<file path="config.mk">
export PLATFORM = sky130hd
export DESIGN_NAME = seg_addr_gen
export DESIGN_NICKNAME = d
export VERILOG_FILES = /design/src/rtl/seg_addr_pkg.sv /design/src/rtl/sag_ea_calc.sv /design/src/rtl/sag_seg_sel.sv /design/src/rtl/sag_phys_add.sv /design/src/rtl/seg_addr_gen.sv
export SDC_FILE = /design/constraint.sdc
export NUM_CORES = 1
export LEC_CHECK = 0
export BUFFER_PORTS_ARGS = -buffer_cell sky130_fd_sc_hd__buf_2
export CAP_MARGIN = 0
export CORE_MARGIN = 2
export CORE_UTILIZATION = 45
export DETAILED_ROUTE_END_ITERATION = 12
export MAX_ROUTING_LAYER = met4
export PLACE_DENSITY_LB_ADDON = 0.05
export SYNTH_ARGS = -nofsm -noshare
export SYNTH_HDL_FRONTEND = slang
export SYNTH_SLANG_ARGS = --single-unit
</file>
<file path="constraint.sdc">
create_clock -name clk_i -period 2.7 [get_ports clk_i]
set_clock_uncertainty 0.1 [all_clocks]
set_input_delay 0.54 -clock clk_i [delete_from_list [all_inputs] [get_ports clk_i]]
set_output_delay 0.54 -clock clk_i [all_outputs]
set_load 0.05 [all_outputs]
</file>
<file path="src/rtl/seg_addr_pkg.sv">
package seg_addr_pkg;
  typedef enum logic [2:0] {
    AM_FETCH    = 3'd0,
    AM_DIRECT   = 3'd1,
    AM_INDIRECT = 3'd2,
    AM_BASED    = 3'd3,
    AM_INDEXED  = 3'd4,
    AM_BASE_IDX = 3'd5,
    AM_STR_DST  = 3'd6,
    AM_RSVD     = 3'd7
  } addr_mode_e;

  typedef enum logic [1:0] {
    SEG_CODE  = 2'd0,
    SEG_DATA  = 2'd1,
    SEG_STACK = 2'd2,
    SEG_EXTRA = 2'd3
  } seg_id_e;

  typedef enum logic [1:0] {
    DSP_NONE = 2'd0,
    DSP_BYTE = 2'd1,
    DSP_WORD = 2'd2,
    DSP_WALT = 2'd3
  } disp_size_e;
endpackage

</file>
<file path="src/rtl/sag_ea_calc.sv">
module sag_ea_calc
  import seg_addr_pkg::*;
#(
  parameter int OFS_W   = 16,
  parameter int DSP_B_W = 8
) (
  input  addr_mode_e       mode_i,
  input  logic [1:0]       reg_sel_i,
  input  logic             base_sel_i,
  input  logic             idx_sel_i,
  input  disp_size_e       disp_size_i,
  input  logic [OFS_W-1:0] disp_i,
  input  logic [OFS_W-1:0] bx_i,
  input  logic [OFS_W-1:0] bp_i,
  input  logic [OFS_W-1:0] si_i,
  input  logic [OFS_W-1:0] di_i,
  input  logic [OFS_W-1:0] ip_i,
  output logic [OFS_W-1:0] ea_o,
  output logic             uses_bp_o,
  output logic             legal_o
);
  logic [OFS_W-1:0] disp_sx;
  logic [OFS_W-1:0] disp_ext;
  logic [OFS_W-1:0] base_val, idx_val;
  logic [OFS_W-1:0] op_a, op_b, op_c;

  generate
    if (DSP_B_W < OFS_W) begin : g_sext
      assign disp_sx = {{(OFS_W-DSP_B_W){disp_i[DSP_B_W-1]}}, disp_i[DSP_B_W-1:0]};
    end else begin : g_nosext
      assign disp_sx = disp_i;
    end
  endgenerate

  always_comb begin
    unique case (disp_size_i)
      DSP_NONE: disp_ext = '0;
      DSP_BYTE: disp_ext = disp_sx;
      default:  disp_ext = disp_i;
    endcase
  end

  assign base_val = base_sel_i ? bp_i : bx_i;
  assign idx_val  = idx_sel_i  ? di_i : si_i;

  always_comb begin
    op_a      = '0;
    op_b      = '0;
    op_c      = '0;
    uses_bp_o = 1'b0;
    legal_o   = 1'b1;
    unique case (mode_i)
      AM_FETCH:  op_a = ip_i;
      AM_DIRECT: op_a = disp_i;
      AM_INDIRECT: begin
        unique case (reg_sel_i)
          2'd0: op_a = bx_i;
          2'd1: begin op_a = bp_i; uses_bp_o = 1'b1; end
          2'd2: op_a = si_i;
          default: op_a = di_i;
        endcase
      end
      AM_BASED: begin
        op_a      = base_val;
        op_c      = disp_ext;
        uses_bp_o = base_sel_i;
      end
      AM_INDEXED: begin
        op_b = idx_val;
        op_c = disp_ext;
      end
      AM_BASE_IDX: begin
        op_a      = base_val;
        op_b      = idx_val;
        op_c      = disp_ext;
        uses_bp_o = base_sel_i;
      end
      AM_STR_DST: op_a = di_i;
      default: legal_o = 1'b0;
    endcase
  end

  // single three-input adder, wraps at OFS_W bits
  assign ea_o = op_a + op_b + op_c;
endmodule

</file>
<file path="src/rtl/sag_seg_sel.sv">
module sag_seg_sel
  import seg_addr_pkg::*;
#(
  parameter int SEG_W   = 16,
  parameter int NUM_SEG = 4
) (
  input  addr_mode_e                    mode_i,
  input  logic                          uses_bp_i,
  input  logic [NUM_SEG-1:0][SEG_W-1:0] seg_vals_i,
  output seg_id_e                       seg_id_o,
  output logic [SEG_W-1:0]              seg_val_o
);
  always_comb begin
    unique case (mode_i)
      AM_FETCH:   seg_id_o = SEG_CODE;
      AM_STR_DST: seg_id_o = SEG_EXTRA;
      default:    seg_id_o = uses_bp_i ? SEG_STACK : SEG_DATA;
    endcase
  end

  assign seg_val_o = seg_vals_i[seg_id_o];
endmodule

</file>
<file path="src/rtl/sag_phys_add.sv">
module sag_phys_add #(
  parameter int SEG_W = 16,
  parameter int OFS_W = 16,
  parameter int SHIFT = 4,
  localparam int PA_W = SEG_W + SHIFT
) (
  input  logic [SEG_W-1:0] seg_i,
  input  logic [OFS_W-1:0] ofs_i,
  output logic [PA_W-1:0]  phys_o
);
  assign phys_o = {seg_i, {SHIFT{1'b0}}} + {{(PA_W-OFS_W){1'b0}}, ofs_i};
endmodule

</file>
<file path="src/rtl/seg_addr_gen.sv">
module seg_addr_gen
  import seg_addr_pkg::*;
#(
  parameter int OFS_W   = 16,
  parameter int SEG_W   = 16,
  parameter int SHIFT   = 4,
  parameter int DSP_B_W = 8,
  localparam int PA_W   = SEG_W + SHIFT
) (
  input  logic             clk_i,
  input  logic             rst_ni,
  input  logic             valid_i,
  input  logic [2:0]       mode_i,
  input  logic [1:0]       reg_sel_i,
  input  logic             base_sel_i,
  input  logic             idx_sel_i,
  input  logic [1:0]       disp_size_i,
  input  logic [OFS_W-1:0] disp_i,
  input  logic [OFS_W-1:0] bx_i,
  input  logic [OFS_W-1:0] bp_i,
  input  logic [OFS_W-1:0] si_i,
  input  logic [OFS_W-1:0] di_i,
  input  logic [OFS_W-1:0] ip_i,
  input  logic [SEG_W-1:0] cs_i,
  input  logic [SEG_W-1:0] ds_i,
  input  logic [SEG_W-1:0] ss_i,
  input  logic [SEG_W-1:0] es_i,
  output logic             valid_o,
  output logic [OFS_W-1:0] ea_o,
  output logic [1:0]       seg_id_o,
  output logic [PA_W-1:0]  phys_o
);
  localparam int NUM_SEG = 4;

  addr_mode_e mode;
  logic [OFS_W-1:0] ea_c;
  logic uses_bp_c, legal_c;
  seg_id_e seg_id_c;
  logic [SEG_W-1:0] seg_val_c;
  logic [NUM_SEG-1:0][SEG_W-1:0] seg_vals;

  logic             s1_valid;
  addr_mode_e       s1_mode;
  logic [OFS_W-1:0] s1_ea;
  seg_id_e          s1_seg_id;
  logic [SEG_W-1:0] s1_seg_val;
  addr_mode_e       s2_mode;
  logic [PA_W-1:0]  phys_c;

  assign mode = addr_mode_e'(mode_i);
  assign seg_vals[SEG_CODE]  = cs_i;
  assign seg_vals[SEG_DATA]  = ds_i;
  assign seg_vals[SEG_STACK] = ss_i;
  assign seg_vals[SEG_EXTRA] = es_i;

  sag_ea_calc #(.OFS_W(OFS_W), .DSP_B_W(DSP_B_W)) u_ea (
    .mode_i      (mode),
    .reg_sel_i   (reg_sel_i),
    .base_sel_i  (base_sel_i),
    .idx_sel_i   (idx_sel_i),
    .disp_size_i (disp_size_e'(disp_size_i)),
    .disp_i      (disp_i),
    .bx_i        (bx_i),
    .bp_i        (bp_i),
    .si_i        (si_i),
    .di_i        (di_i),
    .ip_i        (ip_i),
    .ea_o        (ea_c),
    .uses_bp_o   (uses_bp_c),
    .legal_o     (legal_c)
  );

  sag_seg_sel #(.SEG_W(SEG_W), .NUM_SEG(NUM_SEG)) u_seg (
    .mode_i     (mode),
    .uses_bp_i  (uses_bp_c),
    .seg_vals_i (seg_vals),
    .seg_id_o   (seg_id_c),
    .seg_val_o  (seg_val_c)
  );

  // stage 1: offset and segment choice
  always_ff @(posedge clk_i or negedge rst_ni) begin
    if (!rst_ni) begin
      s1_valid   <= 1'b0;
      s1_mode    <= AM_FETCH;
      s1_ea      <= '0;
      s1_seg_id  <= SEG_CODE;
      s1_seg_val <= '0;
    end else begin
      s1_valid   <= valid_i && legal_c;
      s1_mode    <= mode;
      s1_ea      <= ea_c;
      s1_seg_id  <= seg_id_c;
      s1_seg_val <= seg_val_c;
    end
  end

  sag_phys_add #(.SEG_W(SEG_W), .OFS_W(OFS_W), .SHIFT(SHIFT)) u_pa (
    .seg_i  (s1_seg_val),
    .ofs_i  (s1_ea),
    .phys_o (phys_c)
  );

  // stage 2: physical address
  always_ff @(posedge clk_i or negedge rst_ni) begin
    if (!rst_ni) begin
      valid_o  <= 1'b0;
      s2_mode  <= AM_FETCH;
      ea_o     <= '0;
      seg_id_o <= 2'd0;
      phys_o   <= '0;
    end else begin
      valid_o  <= s1_valid;
      s2_mode  <= s1_mode;
      ea_o     <= s1_ea;
      seg_id_o <= s1_seg_id;
      phys_o   <= phys_c;
    end
  end


  phys_nibble_chk: assert property (@(posedge clk_i) disable iff (!rst_ni)
    valid_o |-> phys_o[SHIFT-1:0] == ea_o[SHIFT-1:0]);


  fetch_code_chk: assert property (@(posedge clk_i) disable iff (!rst_ni)
    (valid_o && s2_mode == AM_FETCH) |-> seg_id_o == 2'(SEG_CODE));


  rsvd_drop_chk: assert property (@(posedge clk_i) disable iff (!rst_ni)
    (valid_i && mode_i == 3'd7) |=> !s1_valid);


  str_extra_chk: assert property (@(posedge clk_i) disable iff (!rst_ni)
    (s1_valid && s1_mode == AM_STR_DST) |-> s1_seg_id == SEG_EXTRA);


  idx_data_chk: assert property (@(posedge clk_i) disable iff (!rst_ni)
    (s1_valid && s1_mode == AM_INDEXED) |-> s1_seg_id == SEG_DATA);
endmodule

</file>
# [Word level (Yosys, flattened, before mapping)]
# Cells that the tools add are included.
# W data, S select, Z words.
[op_classes] addsub=3 n_mul=0 n_div=0 order_cmp=1 n_eq_ne=9 shifts=0 mux=14 bitwise=0 reduce_logical=8
[op_table] cell="$mux W16" count=5
[op_table] cell="$pmux W16 S5" count=1
[op_table] cell="$pmux W16 S3" count=1
[op_table] cell="$add A16 B16 Y16" count=2
[op_table] cell="$bmux W16 S2" count=1
[op_table] cell="$pmux W16 S2" count=1
[op_table] cell="$add A20 B16 Y20" count=1
[op_table] cell="$eq A3 B3 Y1 const B" count=3
[op_table] cell="$reduce_or A7 Y1" count=1
[op_table] cell="$eq A3 B2 Y1 const B" count=2
[op_table] cell="$eq A2 B1 Y1 const B" count=2
[op_table] cell="$logic_not A2 Y1" count=2
[op_table] cell="$pmux W2 S2" count=1
[op_table] cell="$reduce_or A2 Y1" count=2
[op_table] cell="$eq A3 B1 Y1 const B" count=1
[op_table] cell="$logic_not A3 Y1" count=1
[op_table] cell="$lt A2 B3 Y1 const B" count=1
[op_table] cell="$reduce_or A3 Y1" count=1
[op_table] cell="$eq A2 B2 Y1 const B" count=1
[op_table] cell="$mux W1" count=2
[op_table] cell="$mux W2" count=1
[op_table] cell="$pmux W1 S2" count=1
[op_table] cell="$logic_and A1 B1 Y1" count=1
[word_totals] register_bits=74 latch_bits=0 mem_bits_rw=0 romBits=0 inputBits=172 output_inout_bits=39 word_cells=43 n_memories=0

# [Longest topological paths before layout]
[depth] word_depth=7 depth_mapped=17 depth_no_buf=15

# [By module]
# A second synthesis with hierarchy kept.
[unflattened] cells_unflattened=627 hier_area_um2=6217.2
[modules_own_cells] module="sag_ea_calc" n_inst=1 cells_each=320 area_each_um2=2605.0 seq_area_each_um2=0.0
[modules_own_cells] module="seg_addr_gen" n_inst=1 cells_each=75 area_each_um2=1858.0 seq_area_each_um2=1851.8
[modules_own_cells] module="sag_seg_sel" n_inst=1 cells_each=122 area_each_um2=952.2 seq_area_each_um2=0.0
[modules_own_cells] module="sag_phys_add" n_inst=1 cells_each=110 area_each_um2=802.0 seq_area_each_um2=0.0

# [Worst setup path after synthesis]
# OpenSTA, ideal clock, no wires.
[synth_path] path_type="input-to-reg" from="in reg_sel_i[0]" to="reg s1_ea[15]" setup_time_ps=80 t_arrival_ps=3646 required_time_ps=2520 slack_ps=-1126 path_stages=13 path_buffers=2 path_cell_list="buf_2 -> buf_2 -> mux4_2 -> a21oi_1 -> fa_1 -> inv_1 -> ha_1 -> a21o_1 -> a21o_1 -> a21o_1 -> a221o_1 -> a31oi_1 -> xnor2_1"
[synth_via] elab_chain_cells=5 word_cells_on_any_way=7 cone_classes="2 x add/sub; 2 x eq/ne; 2 x mux; 1 x reduce/logical"
[synth_lines] element="from (decl)" line_no="seg_addr_gen.sv:14" source="input logic [1:0] reg_sel_i,"
[synth_lines] element="$eq A2 B2 Y1, or another cell as far along" line_no="sag_ea_calc.sv:56" source="unique case (reg_sel_i)"
[synth_lines] element="$pmux W16 S3 (*)" line_no="sag_ea_calc.sv:56"
[synth_lines] element="$pmux W16 S5 (*)" line_no="sag_ea_calc.sv:52" source="unique case (mode_i)"
[synth_lines] element="$add A16 B16 Y16 (*) (2 in series)" line_no="sag_ea_calc.sv:84" source="assign ea_o = op_a + op_b + op_c;"
[synth_lines] element="via ea_c[15]" line_no="seg_addr_gen.sv:36" source="logic [OFS_W-1:0] ea_c;"
[synth_lines] element="to (signal assigned)" line_no="seg_addr_gen.sv:86" source="s1_ea <= '0;"
[synth_lines] element="to (signal assigned)" line_no="seg_addr_gen.sv:92" source="s1_ea <= ea_c;"
[synth_lines] element="to (decl)" line_no="seg_addr_gen.sv:44" source="logic [OFS_W-1:0] s1_ea;"
# The timed path passes the listed nets; every way through them passes the cells marked *.

# [Worst setup path after layout]
[layout_path] from="in mode_i[1]" to="reg s1_ea[15]"
[layout_via] elab_chain_cells=5 word_cells_on_any_way=15 cone_classes="2 x add/sub; 6 x eq/ne; 3 x mux; 4 x reduce/logical"
[layout_lines] element="from (decl)" line_no="seg_addr_gen.sv:13" source="input logic [2:0] mode_i,"
[layout_lines] element="$eq A3 B2 Y1 / $eq A3 B3 Y1 (equally long branches)" line_no="sag_ea_calc.sv:52"
[layout_lines] element="$reduce_or A2 Y1 (no line)"
[layout_lines] element="$pmux W16 S5 / $mux W16 (equally long branches)" line_no="sag_ea_calc.sv:52"
[layout_lines] element="$add A16 B16 Y16" line_no="sag_ea_calc.sv:84"
[layout_lines] element="$add A16 B16 Y16 (*)" line_no="sag_ea_calc.sv:84"
[layout_lines] element="via ea_c[15]" line_no="seg_addr_gen.sv:36"
# Marks and branches as above.

==> flow_results.org <==
** Timing
- Final critical delay including setup and external delays :: 3.29 ns
- Fin crit share :: 1.22
- After layout, the worst setup slack is -0.591 ns.
- The worst pin sits at a relative slew slack of 0.432.
- Actual transition at the worst max-transition pin :: 0.852 ns
- Across all hold checks on the routed design, the worst slack comes to 0.218 ns.
- Max-slew violation count :: 0
- Setup violations remaining at the end of the flow were counted as 11.
- Setup repair after global routing could not meet its margin everywhere.
- The number of hold-slack violations in the final timing report was 0.
- Maximum frequency from static timing analysis :: 304 MHz

** Global route
- For met1 alone, demand over resource in global routing was 0.307.
- Pin count of the biggest net entering global routing :: 71
- Global-route total usage across every layer :: 0.253
- The number of antenna violations at the first check in global routing came to 0.
- For met2 alone, demand over resource in global routing was 0.443.
- For this run, global-route usage on met3 was measured as 0.0251.
- Sum of overflow across all layers after global routing :: 0
- met2 is the most crowded layer.
- Wire length of the first global-routing pass :: 26000 um
- Number of global-route vias before repair :: 5695

** Yosys
- Ranked by total cell area, the synthesized netlist is headed by sky130_fd_sc_hd__dfrtp_1, sky130_fd_sc_hd__mux2i_1, sky130_fd_sc_hd__mux4_2.
- Mean instance size in the synthesized netlist :: 9.94 um^2
- Post-synthesis instance area :: 5620 um^2
- Sequential element share of the synthesized area :: 0.312
- Counting distinct cell types in the post-synthesis netlist gives 60.
- After synthesis the netlist holds a flip-flop and latch count of 70.
- Predominant post-synthesis flop cell :: sky130_fd_sc_hd__dfrtp_1
- The number of nets in the synthesized netlist is 780.
- Summed over all instances, the cell type with the most area after synthesis is sky130_fd_sc_hd__dfrtp_1.
- Yosys synthesis warning count :: 0
- Number of instances in the synthesized netlist :: 565
- Post-synth ARST share :: 1.00
- The share of synthesized area in the top cell type comes to 0.312.
- Number of flops mapped to enable cells by yosys :: 0

** CTS
- Clock insertion delay at the later pin of the skew report :: 0.33 ns
- Number of CTS-inserted buffers :: 9
- For this design, the sink count on the clock tree is 70.
- CTS built an H-tree with a depth of 3.
- Longest Clk Path Bufs :: 2
- Root buffer cell :: sky130_fd_sc_hd__clkbuf_16
- CTS tree :: done
- Post-CTS clock slew at the launch and capture registers of the worst setup and hold paths :: 0.05 ns
- Number of buffers inserted by hold repair at cts :: 0

** Pwr
- Worst VDD drop :: 346 uV
- Clock share of power :: 0.188
- Combinational cell fraction of total power :: 0.542
- Switching share of total power :: 0.430
- After layout, the design draws a total of 5.63 mW.
- The analysis attributes to net switching a power of 2.42 mW.
- Power density over the cells :: 668 nW/um^2
- The share of total power dissipated in sequential elements is 0.270.
- For this design the static power due to leakage is 4.24 nW.
- The internal power of the cells totals 3.21 mW.

** Drt
- Via count normalized by instance count :: 5.15
- Dividing the detail-routed wire length by the instance count gives 15.4 um.
- Drt drc :: 0
- The routed design has 16400 um of wire.
- First-pass iteration count of the detailed router :: 4
- In this run the remaining antenna-violating nets after routing total 0.
- The detailed router finished its first iteration with 233 violations.
- The final route contains 5492 vias.

** Critical path
- Along the worst path, the maximum fanout reaches 7.
- The critical path in this run is classified as input pin to flip-flop.
- For the worst flop-to-flop path, the logic depth is 9.
- Worst setup path end :: s1_ea[15]
- Crit path launch :: mode_i[1]
- For the worst setup path, the data required time is 2.81 ns.
- Kind of capture point of the worst setup path :: flip-flop
- The startpoint identified for the worst register-to-register timing path is s1_ea[4].
- Flop2flop setup slack :: 0.41 ns
- Arrival @ worst endpoint :: 3.40 ns
- Reg-to-reg endpoint :: phys_o[16]
- Type of element launching the critical path :: input pin

** Placement
- Placement Setup Slack :: -1.08 ns
- The wire-length estimate of the detail-placed layout is 13400 um.
- After detailed placement, the total cell area comes to 7800 um^2.
- Input and output buffers added on the ports amount to 210.
- Global placement routability congestion :: 0.950

** Floorplan
- The floorplan has 40 rows.
- For this design the top-level I/O count stands at 211.
- Core ar. :: 12100 um^2
- DIE AREA :: 13400 um^2
- Initial Util :: 0.464
- The die is 116 um wide.
- From bottom edge to top edge, the die measures 116 um.

** Finish
- Area growth syn-to-layout :: 50.1%
- The number of antenna diodes in the final layout is 0.
- In the final layout, the share of cells above drive strength 1 is 0.511.
- Final standard cell area without fillers :: 8430 um^2
- After the last flow step, the layout net total stands at 1109.

** Job
- Across the run, the number of max-cap violations was 0.

** Run status
- Run status :: finished with violations
- Violated checks :: negative setup slack

** Min path
- In this run the worst hold path is classified as input pin to asynchronous set/reset pin.
[area by class of cell]
type	count	area (um^2)
clock buffers	14	264
clock inverters	1	5.00
fillers	992	3680
inverters	60	225
multi-input cells	402	3710
flip-flops and latches	70	1750
well taps	168	210
repair buffers	351	2270
[synth_stat cells, drive strengths merged (3+ instances only)]
cell type,instances
dfrtp,70
inv,60
nand2,57
mux2i,52
a21oi,37
nor2,35
ha,26
xnor2,21
buf,20
a221oi,18
o21ai,18
fa,17
mux4,16
mux2,15
o221ai,15
clkbuf,13
nor2b,10
a21o,7
nand3,5
and2,4
nor3,4
xor2,4
a31oi,3
nand2b,3
or3,3
[worst max-delay path: stages]
cell,delay [ns]
sky130_fd_sc_hd__buf_12,0.11
sky130_fd_sc_hd__nor2b_4,0.13
sky130_fd_sc_hd__o21ai_4,0.24
sky130_fd_sc_hd__buf_4,0.16
sky130_fd_sc_hd__buf_6,0.12
sky130_fd_sc_hd__o221ai_2,0.09
sky130_fd_sc_hd__a21oi_2,0.15
sky130_fd_sc_hd__fa_1,0.40
sky130_fd_sc_hd__inv_1,0.10
sky130_fd_sc_hd__ha_4,0.21
sky130_fd_sc_hd__a21o_1,0.16
sky130_fd_sc_hd__a21o_1,0.18
sky130_fd_sc_hd__a21o_1,0.20
sky130_fd_sc_hd__a221o_1,0.35
sky130_fd_sc_hd__a31oi_2,0.17
sky130_fd_sc_hd__xnor2_1,0.09
[state kept, by name, summed over array words and instances, names as in the netlist]
signal / flops
seg_id_o: 2
valid_o: 1
s1_seg_id: 2
s1_seg_val: 16
ea_o: 16
s1_valid: 1
s1_ea: 16
phys_o: 16
[worst min-delay path by stage]
stage                       startpoint          end  slack (ns)
after floorplan                 rst_ni      ea_o[0]        0.14
after detailed placement  s1_seg_id[0]  seg_id_o[0]        0.24
after global routing          s1_ea[2]      ea_o[2]        0.25
after CTS                     s1_ea[0]      ea_o[0]        0.25
after global placement        s1_ea[0]      ea_o[0]        0.23
final                           rst_ni    phys_o[4]        0.22
[routing by layer]
| metal | vias up | wire, um |
|---|---|---|
| met5 | - | 0 |
| met4 | 0 | 335 |
| met3 | 26 | 806 |
| met2 | 185 | 8300 |
| met1 | 2624 | 6940 |
| li1 | 2657 | - |
[cells in the final DEF (no fill, tap or decap), drive strengths merged, types with 14 or more instances in the layout]
master and instances:
inv 60, nand2 57, mux2 15, mux4 16
clkbuf 14, dfrtp 70, xnor2 21, a21oi 37
o21ai 18, mux2i 52, nor2 35, o221ai 15
buf 351, a221oi 18, fa 17, ha 26
[logic make-up after synthesis]
group,Yosys count,share of synthesized area
buffers and inverters,93,0.0771
muxes,83,0.187
xor gates and xnor gates,25,0.0390
AOI/OAI and AO/OA,118,0.157
and+or+nand+nor,133,0.109
adders and majority gates,43,0.119
DFF,70,0.312
[power by group through the flow]
stage | logic [mW] | clock network [mW] | registers (mW)
after floorplan | 1.34 | 0 | 2.26
after global placement | 2.91 | 0 | 1.53
after detailed placement | 2.96 | 0 | 1.54
after CTS | 3.04 | 1.08 | 1.52
after global routing | 3.29 | 1.13 | 1.55
final | 3.05 | 1.06 | 1.52
[stage by stage]
stage | std cells | setup TNS [ns] | util
floorplan | 565 | -7.03 | -
global placement | 1036 | -10.33 | 0.644
detailed placement | 1036 | -11.09 | 0.644
CTS | 1061 | -4.23 | 0.687
global route | 1066 | -6.42 | 0.696
finish | 1066 | -4.58 | 0.696
[repair_timing]
action | CTS | global route
endpoints found under the setup margin | 13 | 13
resized for setup | 48 | 16
pin swaps | 26 | 10
setup buffers | 13 | 6
gates cloned | 1 | 0
Power figures use the tool's default switching activity.
